<file path="config.mk">
export PLATFORM = sky130hd
export DESIGN_NAME = los_txmon
export DESIGN_NICKNAME = d
export VERILOG_FILES = /design/src/rtl/los_pkg.sv /design/src/rtl/los_zero_det.sv /design/src/rtl/los_irq.sv /design/src/rtl/tx_clk_wd.sv /design/src/rtl/los_txmon.sv
export SDC_FILE = /design/constraint.sdc
export NUM_CORES = 1
export LEC_CHECK = 0
export BUFFER_PORTS_ARGS = -buffer_cell sky130_fd_sc_hd__buf_2
export CAP_MARGIN = 20
export CORE_MARGIN = 2
export CORE_UTILIZATION = 40
export DETAILED_ROUTE_END_ITERATION = 8
export PLACE_DENSITY = 0.67
export SYNTH_ARGS = -nofsm -noshare
export SYNTH_HDL_FRONTEND = slang
export SYNTH_SLANG_ARGS = --single-unit
</file>
<file path="constraint.sdc">
create_clock -name clk_i -period 2.1 [get_ports clk_i]
set_clock_uncertainty 0.15 [all_clocks]
set_input_delay 0.42 -clock clk_i [delete_from_list [all_inputs] [get_ports clk_i]]
set_output_delay 0.42 -clock clk_i [all_outputs]
set_load 0.03 [all_outputs]
</file>
<file path="src/rtl/los_pkg.sv">
package los_pkg;
  function automatic int cnt_w(input int limit);
    return $clog2(limit + 1);
  endfunction
endpackage

</file>
<file path="src/rtl/los_zero_det.sv">
module los_zero_det #(
  parameter int ZERO_LIMIT = 175
) (
  input  logic clk_i,
  input  logic rst_ni,
  input  logic strobe_i,
  input  logic mark_i,
  output logic los_o
);
  localparam int CW = los_pkg::cnt_w(ZERO_LIMIT);

  logic [CW-1:0] run_q;
  logic          los_q;

  always_ff @(posedge clk_i or negedge rst_ni) begin
    if (!rst_ni) begin
      run_q <= '0;
      los_q <= 1'b0;
    end else if (strobe_i) begin
      if (mark_i) begin
        run_q <= '0;
        los_q <= 1'b0;
      end else if (run_q != CW'(ZERO_LIMIT)) begin
        run_q <= run_q + 1'b1;
        if (run_q == CW'(ZERO_LIMIT - 1)) los_q <= 1'b1;
      end
    end
  end

  assign los_o = los_q;


  los_rise_on_zero_chk: assert property (@(posedge clk_i) disable iff (!rst_ni)
    $rose(los_q) |-> $past(strobe_i && !mark_i));

  mark_clears_los_chk: assert property (@(posedge clk_i) disable iff (!rst_ni)
    (strobe_i && mark_i) |=> !los_q);
endmodule

</file>
<file path="src/rtl/los_irq.sv">
module los_irq (
  input  logic clk_i,
  input  logic rst_ni,
  input  logic los_i,
  input  logic mask_i,
  input  logic clr_i,
  output logic irq_o
);
  logic los_d_q;
  logic pend_q;
  logic chg;

  assign chg = (los_i != los_d_q) && !mask_i;

  always_ff @(posedge clk_i or negedge rst_ni) begin
    if (!rst_ni) begin
      los_d_q <= 1'b0;
      pend_q  <= 1'b0;
    end else begin
      los_d_q <= los_i;
      if (chg)        pend_q <= 1'b1;
      else if (clr_i) pend_q <= 1'b0;
    end
  end

  assign irq_o = pend_q;


  change_sets_irq_chk: assert property (@(posedge clk_i) disable iff (!rst_ni)
    (los_i != los_d_q && !mask_i) |=> pend_q);

  masked_no_irq_chk: assert property (@(posedge clk_i) disable iff (!rst_ni)
    (mask_i && !pend_q) |=> !pend_q);
endmodule

</file>
<file path="src/rtl/tx_clk_wd.sv">
module tx_clk_wd #(
  parameter int WD_LIMIT    = 700,
  parameter int SYNC_STAGES = 2
) (
  input  logic clk_i,
  input  logic rst_ni,
  input  logic tx_clk_i,
  output logic dead_o
);
  localparam int CW = los_pkg::cnt_w(WD_LIMIT);

  logic [SYNC_STAGES-1:0] sync_q;
  logic                   last_q;
  logic                   rise;
  logic [CW-1:0]          gap_q;
  logic                   dead_q;

  always_ff @(posedge clk_i or negedge rst_ni) begin
    if (!rst_ni) begin
      sync_q <= '0;
      last_q <= 1'b0;
    end else begin
      sync_q <= {sync_q[SYNC_STAGES-2:0], tx_clk_i};
      last_q <= sync_q[SYNC_STAGES-1];
    end
  end

  assign rise = sync_q[SYNC_STAGES-1] && !last_q;

  always_ff @(posedge clk_i or negedge rst_ni) begin
    if (!rst_ni) begin
      gap_q  <= '0;
      dead_q <= 1'b0;
    end else if (rise) begin
      gap_q  <= '0;
      dead_q <= 1'b0;
    end else if (gap_q != CW'(WD_LIMIT)) begin
      gap_q <= gap_q + 1'b1;
      if (gap_q == CW'(WD_LIMIT - 1)) dead_q <= 1'b1;
    end
  end

  assign dead_o = dead_q;


  dead_needs_full_gap_chk: assert property (@(posedge clk_i) disable iff (!rst_ni)
    $rose(dead_q) |-> gap_q == CW'(WD_LIMIT));

  edge_revives_chk: assert property (@(posedge clk_i) disable iff (!rst_ni)
    rise |=> !dead_q);
endmodule

</file>
<file path="src/rtl/los_txmon.sv">
module los_txmon #(
  parameter int ZERO_LIMIT  = 175,
  parameter int REF_PER_UI  = 4,
  parameter int SYNC_STAGES = 2
) (
  input  logic clk_i,
  input  logic rst_ni,
  input  logic rx_strobe_i,
  input  logic rx_pos_i,
  input  logic rx_neg_i,
  input  logic tx_clk_i,
  input  logic los_mask_i,
  input  logic int_clr_i,
  input  logic tx_hiz_req_i,
  output logic los_o,
  output logic irq_o,
  output logic drv_off_o
);
  localparam int WD_LIMIT = ZERO_LIMIT * REF_PER_UI;

  logic los;
  logic dead;

  los_zero_det #(.ZERO_LIMIT(ZERO_LIMIT)) u_zero (
    .clk_i(clk_i), .rst_ni(rst_ni), .strobe_i(rx_strobe_i),
    .mark_i(rx_pos_i | rx_neg_i), .los_o(los)
  );

  los_irq u_irq (
    .clk_i(clk_i), .rst_ni(rst_ni), .los_i(los), .mask_i(los_mask_i),
    .clr_i(int_clr_i), .irq_o(irq_o)
  );

  tx_clk_wd #(.WD_LIMIT(WD_LIMIT), .SYNC_STAGES(SYNC_STAGES)) u_wd (
    .clk_i(clk_i), .rst_ni(rst_ni), .tx_clk_i(tx_clk_i), .dead_o(dead)
  );

  assign los_o     = los;
  assign drv_off_o = dead | tx_hiz_req_i;


  hiz_req_forces_chk: assert property (@(posedge clk_i) disable iff (!rst_ni)
    tx_hiz_req_i |-> drv_off_o);
endmodule

</file>
; Word level (Yosys, flattened, before mapping)
; Index checks and enable logic that the tools add are counted.
; Widths: inputs -> output; s select.
[totals]
register_bits = 25
latch_bits = 0
mem_bits_rw = 0
mem_bits_ro = 0
in_bits = 9
wordCells = 41
memories = 0
[classes]
add_sub_neg = 2
n_mul = 0
div = 0
order_cmp = 0
n_eq_ne = 5
shifts = 0
muxes = 12
bitwise_logic = 2
reduce_logical = 12
[ops]
columns = op, count
row1 = $mux 10, 2
row2 = $mux 8, 2
row3 = $add 10x1->10 const B, 1
row4 = $eq 10x10->1 const B, 1
row5 = $ne 10x10->1 const B, 1
row6 = $reduce_bool 2->1, 5
row7 = $add 8x1->8 const B, 1
row8 = $eq 8x8->1 const B, 1
row9 = $mux 1, 8
row10 = $ne 8x8->1 const B, 1
row11 = $reduce_and 2->1, 2
row12 = $reduce_and 3->1, 1
row13 = $logic_and 1x1->1, 2
row14 = $logic_not 1->1, 2
row15 = $or 1x1->1, 2
row16 = $ne 1x1->1, 1

; Depth between registers and ports, before layout
; Gate-level depths: netlist of the first run.
[logic_depth]
word_depth = 4
ltp_mapped = 5

; Modules after synthesis
; A second synthesis of the first run with hierarchy kept.
[hier_totals]
cells_unflattened = 129
area_unflattened_um2 = 1363.8
[by_module_without_submodules]
columns = mod, n_inst, cells_each, area_each_um2
row1 = tx_clk_wd, 1, 67, 696.9
row2 = los_zero_det, 1, 55, 579.3
row3 = los_irq, 1, 5, 75.1
row4 = los_txmon, 1, 2, 12.5

; Least setup slack after synthesis of the first run
; Ideal clock, no wire load.
[synth_timing]
path_type = register to register
start = reg u_wd.gap_q[0]
end = reg u_wd.gap_q[8]
setup_ns = 0.094
arrival_ns = 1.283
required_time_ns = 1.856
slack_ns = 0.573
path_stages_with_launch = 5
path_buffers = 0
cell_sequence = dfrtp_1 ha_1 nand3_1 or3_1 a211oi_1
[synth_between]
elab_chain_len = 3
[synth_rtl]
columns = item, line
row1 = from (decl), tx_clk_wd.sv:15  ; logic [CW-1:0] gap_q;
row2 = from (signal assigned), tx_clk_wd.sv:38  ; gap_q <= gap_q + 1'b1;
row3 = $add 10x1->10, tx_clk_wd.sv:38
row4 = $mux 10, tx_clk_wd.sv:37  ; end else if (gap_q != CW'(WD_LIMIT)) begin
row5 = $mux 10, tx_clk_wd.sv:34  ; end else if (rise) begin
; Parallel ways exist; a longest one is shown, timed or not. The select of a mux whose other input is x is not followed.
; A chain may end at the register's enable or synchronous reset.

; Worst setup path after layout of the first run
[layout_timing]
start = reg u_wd.dead_q, in the netlist u_wd.dead_o
end = out drv_off_o
[layout_between]
elab_chain_len = 1
[layout_rtl]
columns = item, line
row1 = from (decl), tx_clk_wd.sv:16  ; logic dead_q;
row2 = from (signal assigned), tx_clk_wd.sv:33  ; dead_q <= 1'b0;
row3 = from (signal assigned), tx_clk_wd.sv:36  ; dead_q <= 1'b0;
row4 = from (signal assigned), tx_clk_wd.sv:39  ; if (gap_q == CW'(WD_LIMIT - 1)) dead_q <= 1'b1;
row5 = $or 1x1->1, los_txmon.sv:39  ; assign drv_off_o = dead | tx_hiz_req_i;
row6 = to (decl), los_txmon.sv:17  ; output logic drv_off_o
; No other way between the ends.

==> summary.md, run 1 <==
| Metric | Value |
|---|---|
| Compound-Gate Fraction of Synth Area | 20.6% |
| Number of gates given a new drive strength after cts | 0 |
| First-pass GRT wire length | 4.08 mm |
| Final Instance Count excl. Fillers | 183 |
| Synthesized-area fraction occupied by adder cells | 3.81% |
| Initial antenna violation count | 0 |
| Setup slack on the worst flop-to-flop path | a little over 0.4 ns |
| Average via count per standard cell | 5.75 |
| Final TNS setup | 0 ns |
| Post-synthesis xor/xnor area fraction | 0.667% |
| Hold buffers post-CTS | 1 |
| Width of the die | 61.3 um |
| Setup Crit Path Kind | reg -> out |
| Slew headroom | approximately 62% |
| Worst hold path startpoint | tx_clk_i |
| Row cnt | 20 |
| Count of inserted antenna diode cells | 0 |
| Power density of the placed cells | between 600 and 700 nW/um^2 |
| Wire length per cell | about 13 um |
| Number of global-route vias before repair | a little over 900 |
| Number of warning messages in the yosys log | 0 |
| Die footprint | approximately 3800 um^2 |
| Root buffer cell | sky130_fd_sc_hd__clkbuf_4 |
| Placed insts | around 180 |
| Remaining antenna violation count | 0 |
| Largest area contributor in the synthesized netlist | sky130_fd_sc_hd__dfrtp_1 |
| Total congestion overflow | 0 |
| Launching element type of the critical path | flip-flop |
| Critical register-to-register path endpoint | u_wd.gap_q[6] |
| Worst Hold Path EP | u_wd.sync_q[0] |
| Dominant combinational cell family by area after synthesis | simple AND/OR/NAND/NOR gates |
| Top post-synthesis cells by area | sky130_fd_sc_hd__dfrtp_1 (48%), sky130_fd_sc_hd__ha_1 (3.8%), sky130_fd_sc_hd__nand3_1 (2.3%) |
| Maximum operating frequency | between 0.5 and 0.6 GHz |
| Number of fillers in the final layout | 289 |
| Initial DRT Pass Iterations | 4 |
| Worst-case reg-to-reg path depth | 4 |
| Number of primary I/O pins | 12 |
| Ratio of cells with drive above 1 in the final layout | 17.3% |
| Overall track demand over capacity in global routing | 14.9% |
| Clock buffer depth | 2 |
| Class of the worst hold path | in -> reg |
| Number of I/O port buffers | 11 |
| Data arrival, critical path | ~1.2 ns |
| Synth Register Bits | 25 |
| Total nets after synthesis | 138 |
| Worst reg2reg path startpoint | u_wd.gap_q[0] |
| Worst VDD drop | 0.000334 V |
| Period utilization | just over 80% |
| Buffers inserted during post-CTS setup optimization | 0 |
| Clk Latency, worst-skew pair | 0.32 ns |
| RSZ-0062 raised after global routing | false |
| Count of final hold-check violations | 0 |
| Required time reported for the critical path endpoint | 1.53 ns |
| Syn_area_per_cell | 10.5 um^2 |
| Worst path setup slack after routing | 0.380 ns |
| Number of clock sinks | 25 |
| Area growth from synthesis to final layout | 10.6% |
| Area share of the largest cell type after synthesis | 47.7% |
| Final critical delay including setup and external delays | 1.72 ns |
| Max Cap Violations | 0 |
| DRC violation count after routing | 0 |
| Hold Path Depth | 1 |
| Critical Path Sink Type | output pin |
| Floorplan die height | 61.3 um |
| Run status | complete, no violations |
| HPWL Detailed | ~1.8 mm |
| Cells after synthesis | 125 |
| Measured slew at the worst slew-check pin | 0.563 ns |
| Count of vias placed by the detailed router | 1052 |
| Initial cell density of the core | between 40% and 50% |
| Crit Path Max Fanout | 2 |
| CTS tree | yes |
| Drt first-iter violations | 57 |
| Post-synthesis instance area | 1310 um^2 |
| Worst Setup Slack post-DPL | roughly 0.43 ns |
| Total clock buffers created by CTS | 3 |
| Worst hold slack | 0.0418 ns |
| Leakage Power | 0.597 nW |
| Total length of routed wires | roughly 2.4 mm |
| Last weighted congestion value of the routability-driven placer | 0.895 |
| Total power consumption of the routed design | 0.946 mW |
| Setup violations, final | 0 |
| Post-synthesis sequential area ratio | 47.7% |
| Area share of and/or/nand/nor cells after synthesis | between 20% and 30% |
| Number of levels in the clock H-tree | 1 |
| Floorplan Core Area | 3080 um^2 |
| Multiplexer fraction of the synthesized cell area | 1.53% |
| Number of nets in the finished design | around 150 |
| Post-synthesis cell type count | 46 |
| Slew Limit Fails | 0 |
| Clock transition at the registers of the reported paths | 0.14 ns |
| Largest net degree at the start of global routing | 26 |
## sequential cells by signal, summed over array words and instances (netlist names)
register and count:
u_wd.sync_q 2, u_wd.gap_q 10, u_zero.run_q 8, u_wd.last_q 1, u_irq.irq_o 1, u_irq.los_d_q 1, u_wd.dead_o 1, u_zero.los_o 1
## synthesized netlist by cell type, drive strengths merged
| master | number |
|---|---|
| a211oi | 4 |
| a21boi | 2 |
| a21oi | 5 |
| a31oi | 4 |
| and3 | 3 |
| and4 | 2 |
| buf | 1 |
| clkbuf | 2 |
| dfrtp | 25 |
| ha | 4 |
| inv | 7 |
| mux2i | 2 |
| nand2 | 9 |
| nand2b | 3 |
| nand3 | 6 |
| nand3b | 1 |
| nand4 | 3 |
| nand4bb | 2 |
| nor2 | 1 |
| nor2b | 1 |
| nor3 | 2 |
| nor4 | 2 |
| nor4bb | 1 |
| o2111ai | 1 |
| o211a | 1 |
| o211ai | 4 |
| o21a | 2 |
| o21ai | 6 |
| o221ai | 1 |
| o22ai | 1 |
| o2bb2ai | 1 |
| o311ai | 3 |
| o31ai | 3 |
| o41ai | 1 |
| or2 | 2 |
| or3 | 4 |
| or4 | 2 |
| xnor2 | 1 |
## report_power, final
group / leakage, nW / internal, mW / switching, mW
Sequential: 0.335 / 0.524 / 0.0708
Clock: 0.0150 / 0.0743 / 0.140
Combinational: 0.247 / 0.0587 / 0.0787
## cell usage in the layout, fill, tap and decap left out, drive strengths merged, types with 2 or more instances in the layout
| master | count |
|---|---|
| dfrtp | 25 |
| buf | 12 |
| nand2 | 9 |
| inv | 7 |
| nand3 | 6 |
| o21ai | 6 |
| a21oi | 5 |
| a211oi | 4 |
| a31oi | 4 |
| o211ai | 4 |
| ha | 4 |
| clkbuf | 4 |
| or3 | 4 |
| nand2b | 3 |
| o31ai | 3 |
| o311ai | 3 |
| and3 | 3 |
| nand4 | 3 |
| or2 | 2 |
| nor3 | 2 |
| or4 | 2 |
| mux2i | 2 |
| nor4 | 2 |
| o21a | 2 |
| nand4bb | 2 |
| and4 | 2 |
| a21boi | 2 |
## logic make-up (layout without fill, tap and decap cells)
group,Yosys count,count (layout)
fa+ha+maj,4,4
mux,2,2
flops,25,25
compound gates,39,39
buf+inv,10,24
simple gates,44,44
xor+xnor,1,1
## worst max-delay path, stage by stage (launching register included)
cell and delay [ns]:
sky130_fd_sc_hd__dfrtp_1 0.39, sky130_fd_sc_hd__or2_2 0.26, sky130_fd_sc_hd__buf_2 0.18
## layer usage
layer | vias up | GRT usage (%) | wire, um
li1 | 510 | - | -
met1 | 507 | 21.2 | 1150
met2 | 27 | 21.4 | 1100
met3 | 8 | 2.10 | 113
met4 | 0 | 9.32 | 78
met5 | - | 0 | 0
## worst max path at each step
stage,from,to,slack [ns],depth (start not counted)
floorplan,u_wd.gap_q[0],u_wd.gap_q[8],0.57,4
global placement,u_wd.gap_q[1],u_wd.gap_q[8],0.46,4
detailed placement,u_wd.gap_q[0],u_wd.gap_q[6],0.43,4
CTS,u_wd.dead_o,drv_off_o,0.37,2
global route,u_wd.gap_q[0],u_wd.gap_q[6],0.29,4
finish,u_wd.dead_o,drv_off_o,0.38,2
## through the flow
stage / instance area, um^2 / utilization [%]
CTS: 1450 / 47.2
detailed placement: 1420 / 46.0
global route: 1450 / 47.2
global placement: 1420 / 46.0
finish: 1450 / 47.2
floorplan: 1310 / -
## layout make-up
cell class,count,area (um^2),area share [%]
Sequential cell,25,626,43.1
Inverter,7,26.3,1.81
Clock buffer,4,26.3,1.81
Timing Repair Buffer,13,72.6,5.00
Multi-Input combinational cell,90,646,44.5
Tap cell,44,55.1,3.79
No activity file was read; power rests on OpenSTA's default activity.
==> inputs of run 2 (changes only) <==
PLACE_DENSITY = 0.7   (was 0.67)
clock period = 1.48 ns   (was 2.1 ns; I/O delays follow)
==> run 2 against run 1 <==
Total power is 65% higher. Global-route usage grew 4.1 points. Combinational power rose to 2.8 times the previous value. Wire length grew 29%. First-iteration DRC count fell by 23%. Die area is the same. Hold slack better by 0.053 ns. Via count grew 12%. The run now ends with setup timing left. Largest cell class unchanged. Sequential power rose by 46%.
==> summary.md, run 2 (synthesized netlist as in run 1, its figures left out) <==
| Metric | Value |
|---|---|
| Last weighted congestion value of the routability-driven placer | 0.879 (-1.8%) |
| Most common library cell in the layout ignoring fill and taps | sky130_fd_sc_hd__buf_4 |
| Number of primary I/O pins | 12 (unchanged) |
| Failing checks | setup timing |
| Register ranked first by flip-flop count | u_wd.gap_q |
| Remaining antenna violation count | 0 (unchanged) |
| Setup Crit Path Kind | reg -> reg |
| Max Cap Violations | 0 (unchanged) |
| Total clock buffers created by CTS | 3 (unchanged) |
| Power density of the placed cells | 858 nW/um^2 (+32%) |
| HPWL Detailed | 2.15 mm (+18%) |
| Required time reported for the critical path endpoint | 1.59 ns (+0.06 ns) |
| Number of clock sinks | 25 (unchanged) |
| Worst-case reg-to-reg path depth | 4 (unchanged) |
| Clk Latency, worst-skew pair | 0.32 ns (about the same) |
| Count of final hold-check violations | 0 (unchanged) |
| Maximum operating frequency | 0.642 GHz |
| Ratio of cells with drive above 1 in the final layout | 49.7% (+32 points) |
| Area growth from synthesis to final layout | 38.3% |
| Measured slew at the worst slew-check pin | 0.594 ns (+0.0311 ns) |
| Count of vias placed by the detailed router | 1173 (+12%) |
| Setup violations, final | 7 (+7) |
| Final critical delay including setup and external delays | 1.56 ns |
| Class of the worst hold path | in -> reg |
| Critical Path Sink Type | flip-flop |
| Slew Limit Fails | 0 (unchanged) |
| Clock transition at the registers of the reported paths | 0.14 ns (about the same) |
| Cell type of the slowest stage on the worst timing path | sky130_fd_sc_hd__or4_4 |
| Count of inserted antenna diode cells | 0 (unchanged) |
| Worst reg2reg path startpoint | u_wd.gap_q[0] |
| Number of global-route vias before repair | 1166 (+26%) |
| Number of levels in the clock H-tree | 1 (unchanged) |
| RSZ-0062 raised after global routing | true |
| Initial cell density of the core | 42.6% (unchanged) |
| Largest net degree at the start of global routing | 26 (unchanged) |
| Total power consumption of the routed design | 1.56 mW (+65%) |
| First-pass GRT wire length | 5.33 mm (+31%) |
| Average via count per standard cell | 5.72 (-0.46%) |
| Wire length per cell | 15.4 um (+15%) |
| Multi-input gate area | 818 um^2 (+27%) |
| Root buffer cell | sky130_fd_sc_hd__clkbuf_4 |
| Launching element type of the critical path | flip-flop |
| Cell family with most CP delay | simple AND/OR/NAND/NOR gates |
| Overall track demand over capacity in global routing | 19.1% (+4.1 points) |
| DRC violation count after routing | 0 (unchanged) |
| Buffers plus inverters on the worst setup path | 1 (unchanged) |
| Floorplan Core Area | 3080 um^2 (unchanged) |
| Drt first-iter violations | 44 (-23%) |
| Worst hold path startpoint | rx_neg_i |
| Top library cells by usage in the layout, fill and taps aside | sky130_fd_sc_hd__buf_4 (20), sky130_fd_sc_hd__dfrtp_1 (15), sky130_fd_sc_hd__buf_2 (10), sky130_fd_sc_hd__dfrtp_2 (10), sky130_fd_sc_hd__nand2_1 (8) |
| Total length of routed wires | 3.16 mm (+29%) |
| Crit Path Max Fanout | 4 (+2) |
| Cells along the critical path | buf_4, nand4_2, or4_4, a21oi_2 |
| Leakage Power | 0.705 nW (+18%) |
| Worst path setup slack after routing | -0.0779 ns (-0.458 ns) |
| Worst Hold Path EP | u_zero.run_q[2] |
| Hold Path Depth | 3 (+2) |
| Initial antenna violation count | 0 (unchanged) |
| Core Util, Final | 59.0% (+12 points) |
| Slew headroom | 60.0% (-2.4 points) |
| Period utilization | 105% |
| Worst VDD drop | 0.000597 V (+78%) |
| Number of fillers in the final layout | 273 (-5.5%) |
| Total congestion overflow | 0 (unchanged) |
| Row cnt | 20 (unchanged) |
| Width of the die | 61.3 um (unchanged) |
| Clock buffer depth | 2 (unchanged) |
| Critical register-to-register path endpoint | u_wd.gap_q[9] |
| Setup slack on the worst flop-to-flop path | -0.08 ns (-0.49 ns) |
| Final TNS setup | -0.427 ns (-0.427 ns) |
| Number of I/O port buffers | 11 (unchanged) |
| Worst Setup Slack post-DPL | -0.116 ns (-0.544 ns) |
| Sequential cell area | 638 um^2 (+2.0%) |
| CTS tree | yes |
| Flip-flop count of the largest register, all copies and words added | 10 (unchanged) |
| Max stage delay on crit path | 0.51 ns (+0.12 ns) |
| Initial DRT Pass Iterations | 4 (unchanged) |
| Largest registers | u_wd.gap_q x10, u_zero.run_q x8, u_wd.sync_q x2 |
| Data arrival, critical path | 1.66 ns (+0.51 ns) |
| Number of nets in the finished design | 175 (+14%) |
| Die footprint | 3760 um^2 (unchanged) |
| Run status | finished, violations left |
| Floorplan die height | 61.3 um (unchanged) |
-- run 2: cell types whose count changed in the layout (fill, tap and decap cells not counted), moves of 4 or more --
cell                       change
sky130_fd_sc_hd__a211oi_2      +4
sky130_fd_sc_hd__nand3_1       -4
sky130_fd_sc_hd__dfrtp_1      -10
sky130_fd_sc_hd__a211oi_1      -4
sky130_fd_sc_hd__buf_4        +19
sky130_fd_sc_hd__dfrtp_2      +10
-- run 2: metrics by stage --
step	instance area, um^2	hold slack (ns)	cells
6_report	1820	0.0947	205
5_1_grt	1820	0.108	205
4_1_cts	1680	0.00317	202
3_5_place_dp	1530	0.169	192
3_3_place_gp	1530	0.157	192
2_1_floorplan	1320	-0.150	125
-- run 2: power breakdown --
part | switching, mW | internal [mW] | total, mW
clock | 0.202 | 0.105 | 0.307
combinational | 0.189 | 0.193 | 0.382
sequential | 0.117 | 0.752 | 0.869
-- run 2: area by class of cell --
type                    instances  area share (%)
flip-flops and latches         25            35.1
inverters                       7            1.45
repair buffers                 35            13.9
clock buffers                   4            1.45
well taps                      44            3.03
multi-input cells              90            45.1
-- run 2: how the worst max path moves through the flow --
| stage | slack, ns | to | from | cells past startpoint |
|---|---|---|---|---|
| 5_1_grt | -0.15 | u_wd.gap_q[8] | u_wd.gap_q[0] | 4 |
| 2_1_floorplan | -0.01 | u_wd.gap_q[5] | u_wd.gap_q[0] | 5 |
| 3_5_place_dp | -0.12 | u_wd.gap_q[5] | u_wd.gap_q[0] | 5 |
| 6_report | -0.08 | u_wd.gap_q[9] | u_wd.gap_q[0] | 4 |
| 4_1_cts | -0.07 | u_wd.gap_q[1] | u_wd.gap_q[0] | 5 |
| 3_3_place_gp | -0.01 | u_wd.gap_q[9] | u_wd.gap_q[2] | 3 |
-- run 2: routing by layer --
layer | part of all wire, % | track usage, % | vias up | routed length (um)
met3 | 2.9 | 3.99 | 8 | 92
met4 | 2.2 | 4.35 | 0 | 68
li1 | - | - | 559 | -
met5 | 0 | 0 | - | 0
met1 | 41 | 22.4 | 580 | 1300
met2 | 54 | 35.4 | 26 | 1700
-- run 2: worst reg2reg max path: stages (launching register included) --
cell                      delay [ns]
sky130_fd_sc_hd__dfrtp_1        0.44
sky130_fd_sc_hd__buf_4          0.14
sky130_fd_sc_hd__nand4_2        0.13
sky130_fd_sc_hd__or4_4          0.51
sky130_fd_sc_hd__a21oi_2        0.14
-- run 2: what timing repair did --
item	4_1_cts	5_1_grt
gates resized for setup	20	28
endpoints found under the setup margin	12	19
hold buffers	3	1
endpoints found under the hold margin	27	1
setup buffers	3	2
pin swaps	3	4
==> inputs of run 3 (changes only) <==
PLACE_DENSITY = not set   (was 0.7)
clock period = 2 ns   (was 1.48 ns; I/O delays follow)
==> run 3 against run 2 <==
The flow now finishes without violations. Core utilization down 12 points. Sequential share of layout area up 8.0 points. Critical path depth down 2. Sequential power fell by 28%. Total power shrank 36%. Setup slack improved by 0.39 ns. Final cell count down 11%. Clock power fell by 27%. Combinational power shrank 61%. Sequential cell count is the same. First-iteration DRC count increased by 4.5%. Largest cell class unchanged.
==> summary.md, run 3 (synthesized netlist as in run 1, its figures left out) <==
| Metric | Value |
|---|---|
| Run status | complete, no violations |
| Worst path setup slack after routing | 0.311 ns (+0.389 ns) |
| Buffers inserted during post-CTS setup optimization | 0 (-3) |
| Final Instance Count excl. Fillers | 183 (-11%) |
| Max stage delay on crit path | 0.39 ns (-0.12 ns) |
| Hold buffers post-CTS | 1 (-2) |
| Critical Path Sink Type | output pin |
| Root buffer cell | sky130_fd_sc_hd__clkbuf_4 |
| Launching element type of the critical path | flip-flop |
| Overall track demand over capacity in global routing | 15.7% (-3.3 points) |
| First-pass GRT wire length | 4.41 mm (-17%) |
| Initial DRT Pass Iterations | 4 (unchanged) |
| Average via count per standard cell | 5.59 (-2.3%) |
| Remaining antenna violation count | 0 (unchanged) |
| Number of nets in the finished design | 153 (-13%) |
| Last weighted congestion value of the routability-driven placer | 0.833 (-5.3%) |
| Maximum operating frequency | slightly below 0.6 GHz |
| Row cnt | 20 (unchanged) |
| Die footprint | 3760 um^2 (unchanged) |
| Count of vias placed by the detailed router | 1023 (-13%) |
| Count of inserted antenna diode cells | 0 (unchanged) |
| Number of gates given a new drive strength after cts | 0 (-100%) |
| Total congestion overflow | 0 (unchanged) |
| HPWL Detailed | 1.84 mm (-15%) |
| Clock transition at the registers of the reported paths | 0.13 ns (about the same) |
| Floorplan die height | 61.3 um (unchanged) |
| Worst VDD drop | 0.000482 V (-19%) |
| Total length of routed wires | 2.53 mm (-20%) |
| Cell family with most CP delay | flip-flops |
| Measured slew at the worst slew-check pin | 0.580 ns (-0.0138 ns) |
| Width of the die | 61.3 um (unchanged) |
| Clock buffer depth | 2 (unchanged) |
| Floorplan Core Area | 3080 um^2 (unchanged) |
| Wire length per cell | 13.8 um (-10%) |
| DRC violation count after routing | 0 (unchanged) |
| Drt first-iter violations | 46 (+4.5%) |
| Largest net degree at the start of global routing | 26 (unchanged) |
| Buffers plus inverters on the worst setup path | 1 (unchanged) |
| Crit Path Max Fanout | 2 (-2) |
| Power density of the placed cells | 689 nW/um^2 (-20%) |
| Cell type of the slowest stage on the worst timing path | sky130_fd_sc_hd__dfrtp_1 |
| Leakage Power | 0.597 nW (-15%) |
| Final critical delay including setup and external delays | 1.69 ns |
| Slew headroom | 61.2% (+1.3 points) |
| Number of fillers in the final layout | 299 (+9.5%) |
| Data arrival, critical path | 1.14 ns (-0.52 ns) |
| Most common library cell in the layout ignoring fill and taps | sky130_fd_sc_hd__dfrtp_1 |
| Clk Latency, worst-skew pair | 0.31 ns (about the same) |
| Number of primary I/O pins | 12 (unchanged) |
| RSZ-0062 raised after global routing | false |
| Total clock buffers created by CTS | 3 (unchanged) |
| Number of I/O port buffers | 11 (unchanged) |
| Core Util, Final | 47.2% (-12 points) |
| Setup Crit Path Kind | reg -> out |
| Period utilization | 84.5% |
| Worst hold slack | 0.0314 ns (-0.0633 ns) |
| Count of final hold-check violations | 0 (unchanged) |
| Top library cells by usage in the layout, fill and taps aside | sky130_fd_sc_hd__dfrtp_1 (25), sky130_fd_sc_hd__buf_2 (11), sky130_fd_sc_hd__nand2_1 (8) |
| Initial antenna violation count | 0 (unchanged) |
| Placed insts | 178 (-7.3%) |
| Number of clock sinks | 25 (unchanged) |
| Worst Setup Slack post-DPL | 0.344 ns (+0.460 ns) |
| Number of levels in the clock H-tree | 1 (unchanged) |
| Setup violations, final | 0 (-7) |
| Class of the worst hold path | in -> reg |
| Largest registers | u_wd.gap_q x10, u_zero.run_q x8, u_wd.sync_q x2 |
| Cells along the critical path | or2_2, buf_2 |
| Max Cap Violations | 0 (unchanged) |
| Slew Limit Fails | 0 (unchanged) |
| Final TNS setup | 0 ns (+0.427 ns) |
| Required time reported for the critical path endpoint | 1.45 ns (-0.14 ns) |
| Initial cell density of the core | 42.6% (unchanged) |
| Flip-flop count of the largest register, all copies and words added | 10 (unchanged) |
| Ratio of cells with drive above 1 in the final layout | 17.3% (-32 points) |
| CTS tree | yes |
| Register ranked first by flip-flop count | u_wd.gap_q |
| Number of global-route vias before repair | 961 (-18%) |
| Area growth from synthesis to final layout | 10.6% |
run 3: final timing paths:
kind	startpoint	to	slack, ns	cells after the start
worst max-delay path	u_wd.dead_o	drv_off_o	0.31	2
worst min-delay path	tx_clk_i	u_wd.sync_q[0]	0.03	1
worst max register to register	u_wd.gap_q[0]	u_wd.gap_q[8]	0.32	4
worst min register to register	u_wd.sync_q[0]	u_wd.sync_q[1]	0.21	0
max in group asynchronous	rst_ni	u_wd.gap_q[5]	0.89	2
min in group asynchronous	rst_ni	u_wd.gap_q[8]	0.44	2
run 3: metrics by stage:
step | cell area [um^2] | power [mW]
finish | 1450 | 1.00
floorplan | 1310 | 0.727
detailed placement | 1420 | 0.781
global route | 1450 | 1.07
global placement | 1420 | 0.775
CTS | 1450 | 1.01
run 3: cell type report:
cell class                 count  area [um^2]  area share, %
timing repair buffer          13         72.6           5.00
multi-input combinational     90          646           44.5
inverter                       7         26.3           1.81
clock buffer                   4         26.3           1.81
sequential                    25          626           43.1
tap                           44         55.1           3.79
run 3: metal layers:
metal  vias to the layer above  part of all wire, %  global-route usage, %
li1                        511                    -                      -
met1                       484                   48                   21.6
met2                        26                   48                   24.9
met3                         2                  3.3                   2.52
met4                         0                 0.75                   6.21
met5                         -                    0                      0
run 3: where the power goes:
group / internal (mW) / switching, mW / leakage [nW]
clock: 0.0778 / 0.147 / 0.0150
sequential: 0.550 / 0.0772 / 0.335
combinational: 0.0620 / 0.0864 / 0.247
run 3: worst register-to-register path, stage by stage, from the launching register on:
cell,delay [ns]
sky130_fd_sc_hd__dfrtp_1,0.47
sky130_fd_sc_hd__ha_1,0.26
sky130_fd_sc_hd__nand3_1,0.14
sky130_fd_sc_hd__or3_1,0.36
sky130_fd_sc_hd__a211oi_1,0.22
